===== config.mk =====
export PLATFORM = sky130hd
export DESIGN_NAME = tdm_slot_handler
export DESIGN_NICKNAME = d
export VERILOG_FILES = /design/src/rtl/tdm_pkg.sv /design/src/rtl/tdm_bit_timer.sv /design/src/rtl/tdm_rx_deframer.sv /design/src/rtl/tdm_tx_framer.sv /design/src/rtl/tdm_slot_handler.sv
export SDC_FILE = /design/constraint.sdc
export NUM_CORES = 1
export LEC_CHECK = 0
export BUFFER_PORTS_ARGS = -buffer_cell sky130_fd_sc_hd__buf_2
export CAP_MARGIN = 20
export CORE_MARGIN = 3
export CORE_UTILIZATION = 48
export CTS_CLUSTER_DIAMETER = 60
export DETAILED_ROUTE_END_ITERATION = 16
export GPL_TIMING_DRIVEN = 0
export MAX_ROUTING_LAYER = met4
export PLACE_DENSITY_LB_ADDON = 0.08
export SLEW_MARGIN = 20
export SYNTH_ARGS = -nofsm -noshare
export SYNTH_HDL_FRONTEND = slang
export SYNTH_HIERARCHICAL = 1
export SYNTH_SLANG_ARGS = --single-unit

===== constraint.sdc =====
create_clock -name clk_i -period 4.8 [get_ports clk_i]
set_input_delay 0.48 -clock clk_i [delete_from_list [all_inputs] [get_ports clk_i]]
set_output_delay 0.48 -clock clk_i [all_outputs]
set_load 0.05 [all_outputs]

===== src/rtl/tdm_pkg.sv =====
package tdm_pkg;
  localparam int unsigned ACTIVE_SLOTS = 5;
  localparam logic [2:0] SLOT_TAG   = 3'd0;
  localparam logic [2:0] SLOT_ADDR  = 3'd1;
  localparam logic [2:0] SLOT_DATA  = 3'd2;
  localparam logic [2:0] SLOT_LEFT  = 3'd3;
  localparam logic [2:0] SLOT_RIGHT = 3'd4;
endpackage


===== src/rtl/tdm_bit_timer.sv =====
// Frame position tracking; SLOT_W must be a power of two.
module tdm_bit_timer #(
  parameter int unsigned SLOT_W    = 16,
  parameter int unsigned NUM_SLOTS = 16,
  localparam int unsigned FRAME    = SLOT_W * NUM_SLOTS,
  localparam int unsigned CNT_W    = $clog2(FRAME),
  localparam int unsigned BIT_IW   = $clog2(SLOT_W)
) (
  input  logic              clk_i,
  input  logic              rst_ni,
  input  logic              fsync_i,
  output logic              synced_o,
  output logic              active_o,
  output logic              last_o,
  output logic [2:0]        slot_o,
  output logic [BIT_IW-1:0] bit_o
);
  logic [CNT_W-1:0] cnt_q, pos, slot_full, rem;
  logic             synced_q;

  assign synced_o  = fsync_i | synced_q;
  assign pos       = fsync_i ? '0 : cnt_q;
  assign slot_full = pos / CNT_W'(SLOT_W);
  assign rem       = pos % CNT_W'(SLOT_W);
  assign active_o  = synced_o && (slot_full < CNT_W'(tdm_pkg::ACTIVE_SLOTS));
  assign slot_o    = active_o ? 3'(slot_full) : 3'd0;
  assign last_o    = (rem == CNT_W'(SLOT_W - 1));
  assign bit_o     = BIT_IW'(CNT_W'(SLOT_W - 1) - rem);

  always_ff @(posedge clk_i or negedge rst_ni) begin
    if (!rst_ni) begin
      cnt_q    <= '0;
      synced_q <= 1'b0;
    end else begin
      cnt_q    <= (pos == CNT_W'(FRAME - 1)) ? '0 : pos + 1'b1;
      synced_q <= synced_o;
    end
  end
endmodule


===== src/rtl/tdm_rx_deframer.sv =====
module tdm_rx_deframer #(
  parameter int unsigned SLOT_W     = 16,
  parameter int unsigned L_VLD_BIT  = 12,
  parameter int unsigned R_VLD_BIT  = 11,
  parameter int unsigned REQ_L_BIT  = 7,
  parameter int unsigned REQ_R_BIT  = 6
) (
  input  logic              clk_i,
  input  logic              rst_ni,
  input  logic              sdata_i,
  input  logic              active_i,
  input  logic              last_i,
  input  logic [2:0]        slot_i,
  output logic [SLOT_W-1:0] stat_addr_o,
  output logic [SLOT_W-1:0] stat_data_o,
  output logic              dac_req_left_o,
  output logic              dac_req_right_o,
  output logic [SLOT_W-1:0] cap_left_o,
  output logic [SLOT_W-1:0] cap_right_o,
  output logic              cap_left_new_o,
  output logic              cap_right_new_o
);
  logic [SLOT_W-2:0] sr_q;
  logic [SLOT_W-1:0] word, left_q;
  logic              tag_l_q, tag_r_q;

  assign word            = {sr_q, sdata_i};
  assign dac_req_left_o  = stat_addr_o[REQ_L_BIT];
  assign dac_req_right_o = stat_addr_o[REQ_R_BIT];

  always_ff @(posedge clk_i or negedge rst_ni) begin
    if (!rst_ni) begin
      sr_q            <= '0;
      left_q          <= '0;
      tag_l_q         <= 1'b0;
      tag_r_q         <= 1'b0;
      stat_addr_o     <= '0;
      stat_data_o     <= '0;
      cap_left_o      <= '0;
      cap_right_o     <= '0;
      cap_left_new_o  <= 1'b0;
      cap_right_new_o <= 1'b0;
    end else begin
      sr_q            <= word[SLOT_W-2:0];
      cap_left_new_o  <= 1'b0;
      cap_right_new_o <= 1'b0;
      if (active_i && last_i) begin
        unique case (slot_i)
          tdm_pkg::SLOT_TAG: begin
            tag_l_q <= word[L_VLD_BIT];
            tag_r_q <= word[R_VLD_BIT];
          end
          tdm_pkg::SLOT_ADDR:  stat_addr_o <= word;
          tdm_pkg::SLOT_DATA:  stat_data_o <= word;
          tdm_pkg::SLOT_LEFT:  left_q      <= word;
          tdm_pkg::SLOT_RIGHT: begin
            // both channels released together once the frame's samples are in
            if (tag_l_q) begin
              cap_left_o     <= left_q;
              cap_left_new_o <= 1'b1;
            end
            if (tag_r_q) begin
              cap_right_o     <= word;
              cap_right_new_o <= 1'b1;
            end
          end
          default: ;
        endcase
      end
    end
  end
endmodule


===== src/rtl/tdm_tx_framer.sv =====
module tdm_tx_framer #(
  parameter int unsigned SLOT_W     = 16,
  parameter int unsigned FRM_BIT    = 15,
  parameter int unsigned CA_BIT     = 14,
  parameter int unsigned CD_BIT     = 13,
  parameter int unsigned L_VLD_BIT  = 12,
  parameter int unsigned R_VLD_BIT  = 11,
  localparam int unsigned BIT_IW    = $clog2(SLOT_W),
  localparam int unsigned NW        = tdm_pkg::ACTIVE_SLOTS
) (
  input  logic              clk_i,
  input  logic              rst_ni,
  input  logic              fsync_i,
  input  logic              active_i,
  input  logic [2:0]        slot_i,
  input  logic [BIT_IW-1:0] bit_i,
  input  logic [SLOT_W-1:0] pb_left_i,
  input  logic              pb_left_vld_i,
  input  logic [SLOT_W-1:0] pb_right_i,
  input  logic              pb_right_vld_i,
  input  logic [SLOT_W-1:0] cmd_addr_i,
  input  logic [SLOT_W-1:0] cmd_data_i,
  input  logic              cmd_vld_i,
  output logic              sdata_o
);
  typedef logic [SLOT_W-1:0] word_t;

  word_t fresh [NW];
  word_t frame_q [NW];
  word_t pb_l_q, pb_r_q, ca_q, cd_q, cur_w;
  logic  pend_l, pend_r, pend_c;

  always_comb begin
    fresh[0]            = '0;
    fresh[0][FRM_BIT]   = 1'b1;
    fresh[0][CA_BIT]    = pend_c;
    fresh[0][CD_BIT]    = pend_c;
    fresh[0][L_VLD_BIT] = pend_l;
    fresh[0][R_VLD_BIT] = pend_r;
    fresh[1]            = ca_q;
    fresh[2]            = cd_q;
    fresh[3]            = pb_l_q;
    fresh[4]            = pb_r_q;
  end

  // first bit of the frame is taken straight from the snapshot being loaded
  assign cur_w = fsync_i ? fresh[slot_i] : frame_q[slot_i];

  for (genvar k = 0; k < NW; k++) begin : g_frame
    always_ff @(posedge clk_i or negedge rst_ni) begin
      if (!rst_ni)      frame_q[k] <= '0;
      else if (fsync_i) frame_q[k] <= fresh[k];
    end
  end

  always_ff @(posedge clk_i or negedge rst_ni) begin
    if (!rst_ni) begin
      sdata_o <= 1'b0;
      pb_l_q  <= '0;
      pb_r_q  <= '0;
      ca_q    <= '0;
      cd_q    <= '0;
      pend_l  <= 1'b0;
      pend_r  <= 1'b0;
      pend_c  <= 1'b0;
    end else begin
      sdata_o <= active_i ? cur_w[bit_i] : 1'b0;
      if (pb_left_vld_i) begin
        pb_l_q <= pb_left_i;
        pend_l <= 1'b1;
      end else if (fsync_i) pend_l <= 1'b0;
      if (pb_right_vld_i) begin
        pb_r_q <= pb_right_i;
        pend_r <= 1'b1;
      end else if (fsync_i) pend_r <= 1'b0;
      if (cmd_vld_i) begin
        ca_q   <= cmd_addr_i;
        cd_q   <= cmd_data_i;
        pend_c <= 1'b1;
      end else if (fsync_i) pend_c <= 1'b0;
    end
  end
endmodule


===== src/rtl/tdm_slot_handler.sv =====
module tdm_slot_handler #(
  parameter int unsigned SLOT_W    = 16,
  parameter int unsigned NUM_SLOTS = 16,
  localparam int unsigned BIT_IW   = $clog2(SLOT_W)
) (
  input  logic              clk_i,
  input  logic              rst_ni,
  input  logic              fsync_i,
  input  logic              sdata_i,
  output logic              sdata_o,
  output logic [SLOT_W-1:0] stat_addr_o,
  output logic [SLOT_W-1:0] stat_data_o,
  output logic              dac_req_left_o,
  output logic              dac_req_right_o,
  output logic [SLOT_W-1:0] cap_left_o,
  output logic [SLOT_W-1:0] cap_right_o,
  output logic              cap_left_new_o,
  output logic              cap_right_new_o,
  input  logic [SLOT_W-1:0] pb_left_i,
  input  logic              pb_left_vld_i,
  input  logic [SLOT_W-1:0] pb_right_i,
  input  logic              pb_right_vld_i,
  input  logic [SLOT_W-1:0] cmd_addr_i,
  input  logic [SLOT_W-1:0] cmd_data_i,
  input  logic              cmd_vld_i
);
  logic              synced, active, last;
  logic [2:0]        slot_sel;
  logic [BIT_IW-1:0] bit_idx;

  tdm_bit_timer #(.SLOT_W(SLOT_W), .NUM_SLOTS(NUM_SLOTS)) timer_i (
    .clk_i(clk_i), .rst_ni(rst_ni), .fsync_i(fsync_i),
    .synced_o(synced), .active_o(active), .last_o(last),
    .slot_o(slot_sel), .bit_o(bit_idx)
  );

  tdm_rx_deframer #(.SLOT_W(SLOT_W)) rx_i (
    .clk_i(clk_i), .rst_ni(rst_ni), .sdata_i(sdata_i),
    .active_i(active), .last_i(last), .slot_i(slot_sel),
    .stat_addr_o(stat_addr_o), .stat_data_o(stat_data_o),
    .dac_req_left_o(dac_req_left_o), .dac_req_right_o(dac_req_right_o),
    .cap_left_o(cap_left_o), .cap_right_o(cap_right_o),
    .cap_left_new_o(cap_left_new_o), .cap_right_new_o(cap_right_new_o)
  );

  tdm_tx_framer #(.SLOT_W(SLOT_W)) tx_i (
    .clk_i(clk_i), .rst_ni(rst_ni), .fsync_i(fsync_i),
    .active_i(active), .slot_i(slot_sel), .bit_i(bit_idx),
    .pb_left_i(pb_left_i), .pb_left_vld_i(pb_left_vld_i),
    .pb_right_i(pb_right_i), .pb_right_vld_i(pb_right_vld_i),
    .cmd_addr_i(cmd_addr_i), .cmd_data_i(cmd_data_i), .cmd_vld_i(cmd_vld_i),
    .sdata_o(sdata_o)
  );
endmodule


After elaboration in Yosys (flattened, before gate mapping). Index checks and enable logic that the tools add are counted.

Latch bits: 0. Memory bits (writable): 0. Logic and storage cells: 73. ROM bits: 0. Bits in registers: 245. Memories: 0.

Reductions and logical operators: 12. Eq/ne operators: 6. $add $sub $neg: 2. Shift operators: 0. Multipliers: 0. Bitwise operators: 2. Multiplexer cells: 23. Divide/modulo/power cells: 0. $lt $le $gt $ge: 3.

Operators by type and width (number): $bmux 16 s3 (2); $mux 16 (5); $mux 8 (2); $mux 1 (12); $add 8x1->8 const B (1); $eq 8x8->1 const B (1); $reduce_and 2->1 (4); $eq 3x2->1 const B (2); $reduce_and 3->1 (2); $reduce_bool 2->1 (3); $lt 4x5->1 const B (1); $bmux 1 s4 (1); $eq 4x4->1 const B (1); $ge 4x4->1 const B (1); $lt 4x3->1 const B (1); $not 3->4 (1); $sub 4x4->4 const A (1); $eq 3x1->1 const B (1); $eq 3x3->1 const B (1); $logic_not 3->1 (1); $mux 3 (1); $logic_and 1x1->1 (2); $or 1x1->1 (1).

Logic depth before layout (Yosys ltp).
Depth in word-level cells: 12. Depth in mapped cells: 11. Depth with buffers taken out: 9.

Cells and area by module. The synthesis kept the hierarchy.

Modules (own cells, without submodules): tdm_tx_framer (sequential area each 3403.3 um^2, cells an instance 449, area each 6314.8 um^2, times used 1); tdm_rx_deframer (sequential area each 2477.4 um^2, cells an instance 198, area each 3585.9 um^2, times used 1); tdm_bit_timer (sequential area each 225.2 um^2, cells an instance 49, area each 480.5 um^2, times used 1).

Worst setup path before layout. No wires, ideal clock.

Path kind: register to register. From: register timer_i.cnt_q[4]. To: register tx_i.sdata_o. Setup time: 0.131 ns. Arrival: 3.041 ns. Data required time: 4.669 ns. Buffers on the path: 2. Slack: 1.627 ns. Cell stages (with the launch flop): 10. Clock period less this slack: 3.173 ns. Path through: dfrtp_1 > nor2_1 > nand2_1 > nor4b_1 > buf_2 > clkbuf_1 > o22ai_1 > a221o_1 > a32oi_1 > o221ai_2.

Word-level cells in the longest chain between the ends: 12.

RTL lines: from (decl) (RTL line tdm_bit_timer.sv:18) `logic [CNT_W-1:0] cnt_q, pos, slot_full, rem;`; from (signal assigned) (RTL line tdm_bit_timer.sv:35) `cnt_q <= (pos == CNT_W'(FRAME - 1)) ? '0 : pos + 1'b1;`; $mux 8 (*) (RTL line tdm_bit_timer.sv:22) `assign pos = fsync_i ? '0 : cnt_q;`; $lt 4x3->1 (*) (RTL line tdm_bit_timer.sv:25) `assign active_o = synced_o && (slot_full < CNT_W'(tdm_pkg::ACTIVE_SLOTS));`; $logic_and 1x1->1 (*) (RTL line tdm_bit_timer.sv:25); $mux 3 (*) (RTL line tdm_bit_timer.sv:26) `assign slot_o = active_o ? 3'(slot_full) : 3'd0;`; via slot_sel[2] (RTL line tdm_slot_handler.sv:28) `logic [2:0] slot_sel;`; $not 3->4 (not written as such) (*) (RTL line tdm_tx_framer.sv:47) `assign cur_w = fsync_i ? fresh[slot_i] : frame_q[slot_i];`; $bmux 16 s3 (RTL line tdm_tx_framer.sv:47); $mux 16 (not written as such) (2 in a row) (RTL line tdm_tx_framer.sv:47); $mux 16 (*) (RTL line tdm_tx_framer.sv:47); $bmux 1 s4 (*) (RTL line tdm_tx_framer.sv:67) `sdata_o <= active_i ? cur_w[bit_i] : 1'b0;`; $mux 1 (not written as such) (*) (RTL line tdm_tx_framer.sv:67); $mux 1 (*) (RTL line tdm_tx_framer.sv:67); to (signal assigned) (RTL line tdm_tx_framer.sv:67); to (decl) (RTL line tdm_tx_framer.sv:24) `output logic sdata_o`.

Mark *: on every way through the listed nets, which the timed path passes. The rest lies on a longest branch. The select of a mux whose other input is x is not followed. A chain may end at the register's enable or synchronous reset.

Worst setup path in the final report.
From: register timer_i.cnt_q[6]. To: register tx_i.sdata_o.

Same word-level chain as after synthesis.

==> summary.md <==
| Metric | Value |
|---|---|
| Area grow syn2layout | 20.3% |
| Post-Place Worst Slack | 1.33 ns |
| # nets final | 936 |
| Critical path type | register to register |
| RSZ-0062 raised after global routing | no |
| Xor and xnor area share after synthesis | 0.337% |
| CTS tree | done |
| Most used DFF post-synth | dfrtp_1 |
| Clock latency on the worst-skew pair | 0.53 ns |
| WL per Instance | 20.8 um |
| Setup Fix Bufs, Post-CTS | 0 |
| Total Power | 4.95 mW |
| Post-Synthesis Cells | 696 |
| Gr usage total | 21.5% |
| Routability Congestion | 0.880 |
| Hold Path Origin | sdata_i |
| Status | finished, final reports clean |
| Least-Margin Pin Slew | 0.837 ns |
| Final setup fails | 0 |
| Clk_skew | 0.0128 ns |
| Power Density | 396 mW/mm2 |
| Htree depth | 1 |
| Reg clk slew, reported paths | 0.06 ns |
| Final setup margin | 1.48 ns |
| Cells after DPL | 1110 |
| Minimum clock period | 3.32 ns |
| Rel. slew slack | 44.2% |
| First-pass GRT wire length | 39500 um |
| Num rows | 53 |
| Via count | 6488 |
| Initial core utilization | 49.1% |
| Vias in the first global route | 7062 |
| Initial DRC count | 273 |
| Crit-path max FO | 10 |
| Multi-input logic area | 0.00399 mm2 |
| Buffers on Ports | 136 |
| Share of synthesized registers carrying an async set or reset | 100% |
| Worst EP required | 5.24 ns |
| Final Slew Violations | 0 |
| Crit. End Element | register |
| Final Hold Viols | 0 |
| Number of synthesized flops with an enable pin | 0 |
| Fmax | 0.301 GHz |
| LEAKAGE | 5.78 nW |
| DR vias/cell | 5.56 |
| Yosys reg bits | 244 |
| Grt total ovfl | 0 |
| Startpoint of the worst register-to-register path | timer_i/cnt_q[6] |
| Clock Tree Buf Depth | 3 |
| Mux cell area share after synthesis | 27.6% |
| Final Cycle Share | 69.3% |
| Ys Warns | 6 |
| Adder-cell share of the synthesized area | 0% |
| Crit path from | timer_i/cnt_q[6] |
| Die width | 153 um |
| Mapped Nets | 767 |
| Synth Area in Compound Gates | 5.34% |
| Crit path arrival time | 3.76 ns |
| Syn Std Cell Area | 0.0104 mm2 |
| Die area | 0.0234 mm2 |
| Setup crit start kind | register |
| Hpwl dp | 17100 um |
| Finished Core Util | 59.1% |
| Drt drc | 0 |
| Num CTS Buffers | 27 |
| Post-Syn Area per Cell | 14.9 um2 |
| Register area | 0.00611 mm2 |
| Largest family of logic cells by synthesized area | multiplexers |
| Clk sinks | 244 |
| Largest net degree at the start of global routing | 106 |
| 1st-pass router iterations | 4 |
| Worst hold path type | primary input to register |
| Share of cells above drive strength 1 | 51.2% |
| Die height | 153 um |
| Simple-gate area share of the yosys netlist | 5.07% |
| Fill cells | 1707 |
| Root buffer cell | clkbuf_16 |
| Total routed wirelength | 24300 um |
| Max cap viols | 0 |
| Core area | 0.0212 mm2 |
| Synth cell types | 64 |
| Peak supply drop | 0.243 mV |
| Non-Filler Instances | 1166 |
| # IOs | 140 |
| Final ANT Viol Nets | 0 |
| Register area share after synthesis | 58.8% |
| Initial antenna violation count | 5 |
==> cell usage in the layout, fill, tap and decap left out, types with 4 or more instances in the layout <==
master	synthesis	final
clkbuf_16	0	27
buf_6	7	7
o21ai_0	10	10
o22ai_1	8	8
o21ai_1	7	7
nand3_1	5	5
mux4_2	15	15
buf_2	14	150
a21oi_1	10	10
mux2_2	208	208
buf_4	8	8
nand2_1	11	11
nand2b_1	6	6
inv_1	6	6
clkbuf_8	0	9
o2111ai_1	6	6
diode_2	0	5
o221ai_1	9	9
nor2_1	18	18
nand3b_1	5	5
clkbuf_1	13	18
bufinv_16	0	4
mux2i_1	10	10
or3_1	4	4
dfrtp_1	244	244
mux2_1	6	6
==> synth_stat cells, drive strengths merged, types with 2 or more instances <==
| library cell | count | area (um2) |
|---|---|---|
| dfrtp | 244 | 6110 |
| mux2 | 215 | 2420 |
| buf | 30 | 213 |
| nor2 | 18 | 67.6 |
| o21ai | 17 | 85.1 |
| mux4 | 15 | 338 |
| clkbuf | 14 | 53.8 |
| nand2 | 12 | 47.6 |
| a21oi | 10 | 50.1 |
| mux2i | 10 | 100 |
| o221ai | 10 | 93.8 |
| inv | 8 | 30.0 |
| o22ai | 8 | 50.1 |
| nand2b | 6 | 37.5 |
| o2111ai | 6 | 52.6 |
| nand3 | 5 | 25.0 |
| nand3b | 5 | 37.5 |
| nor4b | 4 | 65.1 |
| or3 | 4 | 25.0 |
| a21o | 3 | 22.5 |
| and2 | 3 | 18.8 |
| nor3 | 3 | 15.0 |
| o211ai | 3 | 22.5 |
| or2b | 3 | 25.0 |
| a211oi | 2 | 15.0 |
| a32oi | 2 | 17.5 |
| nand4 | 2 | 27.5 |
| nand4b | 2 | 17.5 |
| nor2b | 2 | 12.5 |
| nor3b | 2 | 15.0 |
| nor4 | 2 | 42.5 |
| o211a | 2 | 20.0 |
| o21a | 2 | 15.0 |
| or2 | 2 | 12.5 |
| or4 | 2 | 15.0 |
| xnor2 | 2 | 17.5 |
| xor2 | 2 | 17.5 |
==> worst paths after layout <==
check	end	slack, ns	cells after the start
max	tx_i/sdata_o	1.48	10
min	rx_i/sr_q[0]	0.12	1
max reg2reg	tx_i/sdata_o	1.48	10
min reg2reg	rx_i/sr_q[4]	0.45	0
max in group asynchronous	rx_i/sr_q[9]	3.10	4
min in group asynchronous	tx_i/pb_r_q[3]	0.45	2
==> per-stage QoR <==
| stage | hold slack [ns] | instance area, um2 | TNS (ns) |
|---|---|---|---|
| after CTS | 0.0922 | 12500 | 0 |
| after global routing | 0.0962 | 12500 | 0 |
| after global placement | 0.430 | 11400 | -195.59 |
| after floorplan | 0.184 | 10400 | 0 |
| after detailed placement | 0.416 | 11500 | 0 |
| final | 0.116 | 12500 | 0 |
==> power by group <==
part	switching (mW)	internal (mW)
logic	0.192	0.222
clock network	0.824	1.40
registers	0.105	2.21
==> final cells by class <==
class / count / share of cell area (%)
plain buffers: 44 / 2.13
well taps: 275 / 2.75
repair buffers: 140 / 6.09
clock inverters: 9 / 1.35
inverters: 8 / 0.240
clock buffers: 41 / 6.55
diodes: 5 / 0.100
multi-input cells: 400 / 31.9
flip-flops and latches: 244 / 48.9
==> repair_timing <==
action	4_1_cts	5_1_grt
hold buffers	1	0
endpoints found under the hold margin	51	0
resized for setup	0	0
==> sequential cells by signal, summed over array words and instances (netlist names), 8 cells and up <==
register	flops
rx_i/stat_data_o	16
rx_i/sr_q	15
rx_i/stat_addr_o	16
rx_i/cap_right_o	16
tx_i/ca_q	16
tx_i/pb_r_q	16
timer_i/cnt_q	8
tx_i/cd_q	16
tx_i/pb_l_q	16
rx_i/left_q	16
tx_i/frame_q	68
rx_i/cap_left_o	16
==> critical path: stages, from the launching register on <==
cell	delay, ns
dfrtp_1	0.42
nor4b_1	0.34
and2_1	0.48
clkbuf_2	0.34
buf_1	0.53
o22ai_1	0.18
o21a_1	0.21
o2111ai_1	0.20
o221ai_1	0.16
o21a_1	0.20
o221ai_2	0.17
==> routing by layer <==
| layer | GRT usage, % | wire, um |
|---|---|---|
| met4 | 4.71 | 462 |
| met1 | 28.3 | 10400 |
| met2 | 35.0 | 12100 |
| met3 | 4.30 | 1380 |
| met5 | - | 0 |
==> cell families (layout without fill, tap and decap cells) <==
group,after synthesis,count (layout)
AOI/OAI and AO/OA,77,77
xor gates and xnor gates,4,4
buffers and inverters,52,242
DFF,244,244
muxes,240,240
other,0,5
and+or+nand+nor,79,79
Power figures use the tool's default switching activity.
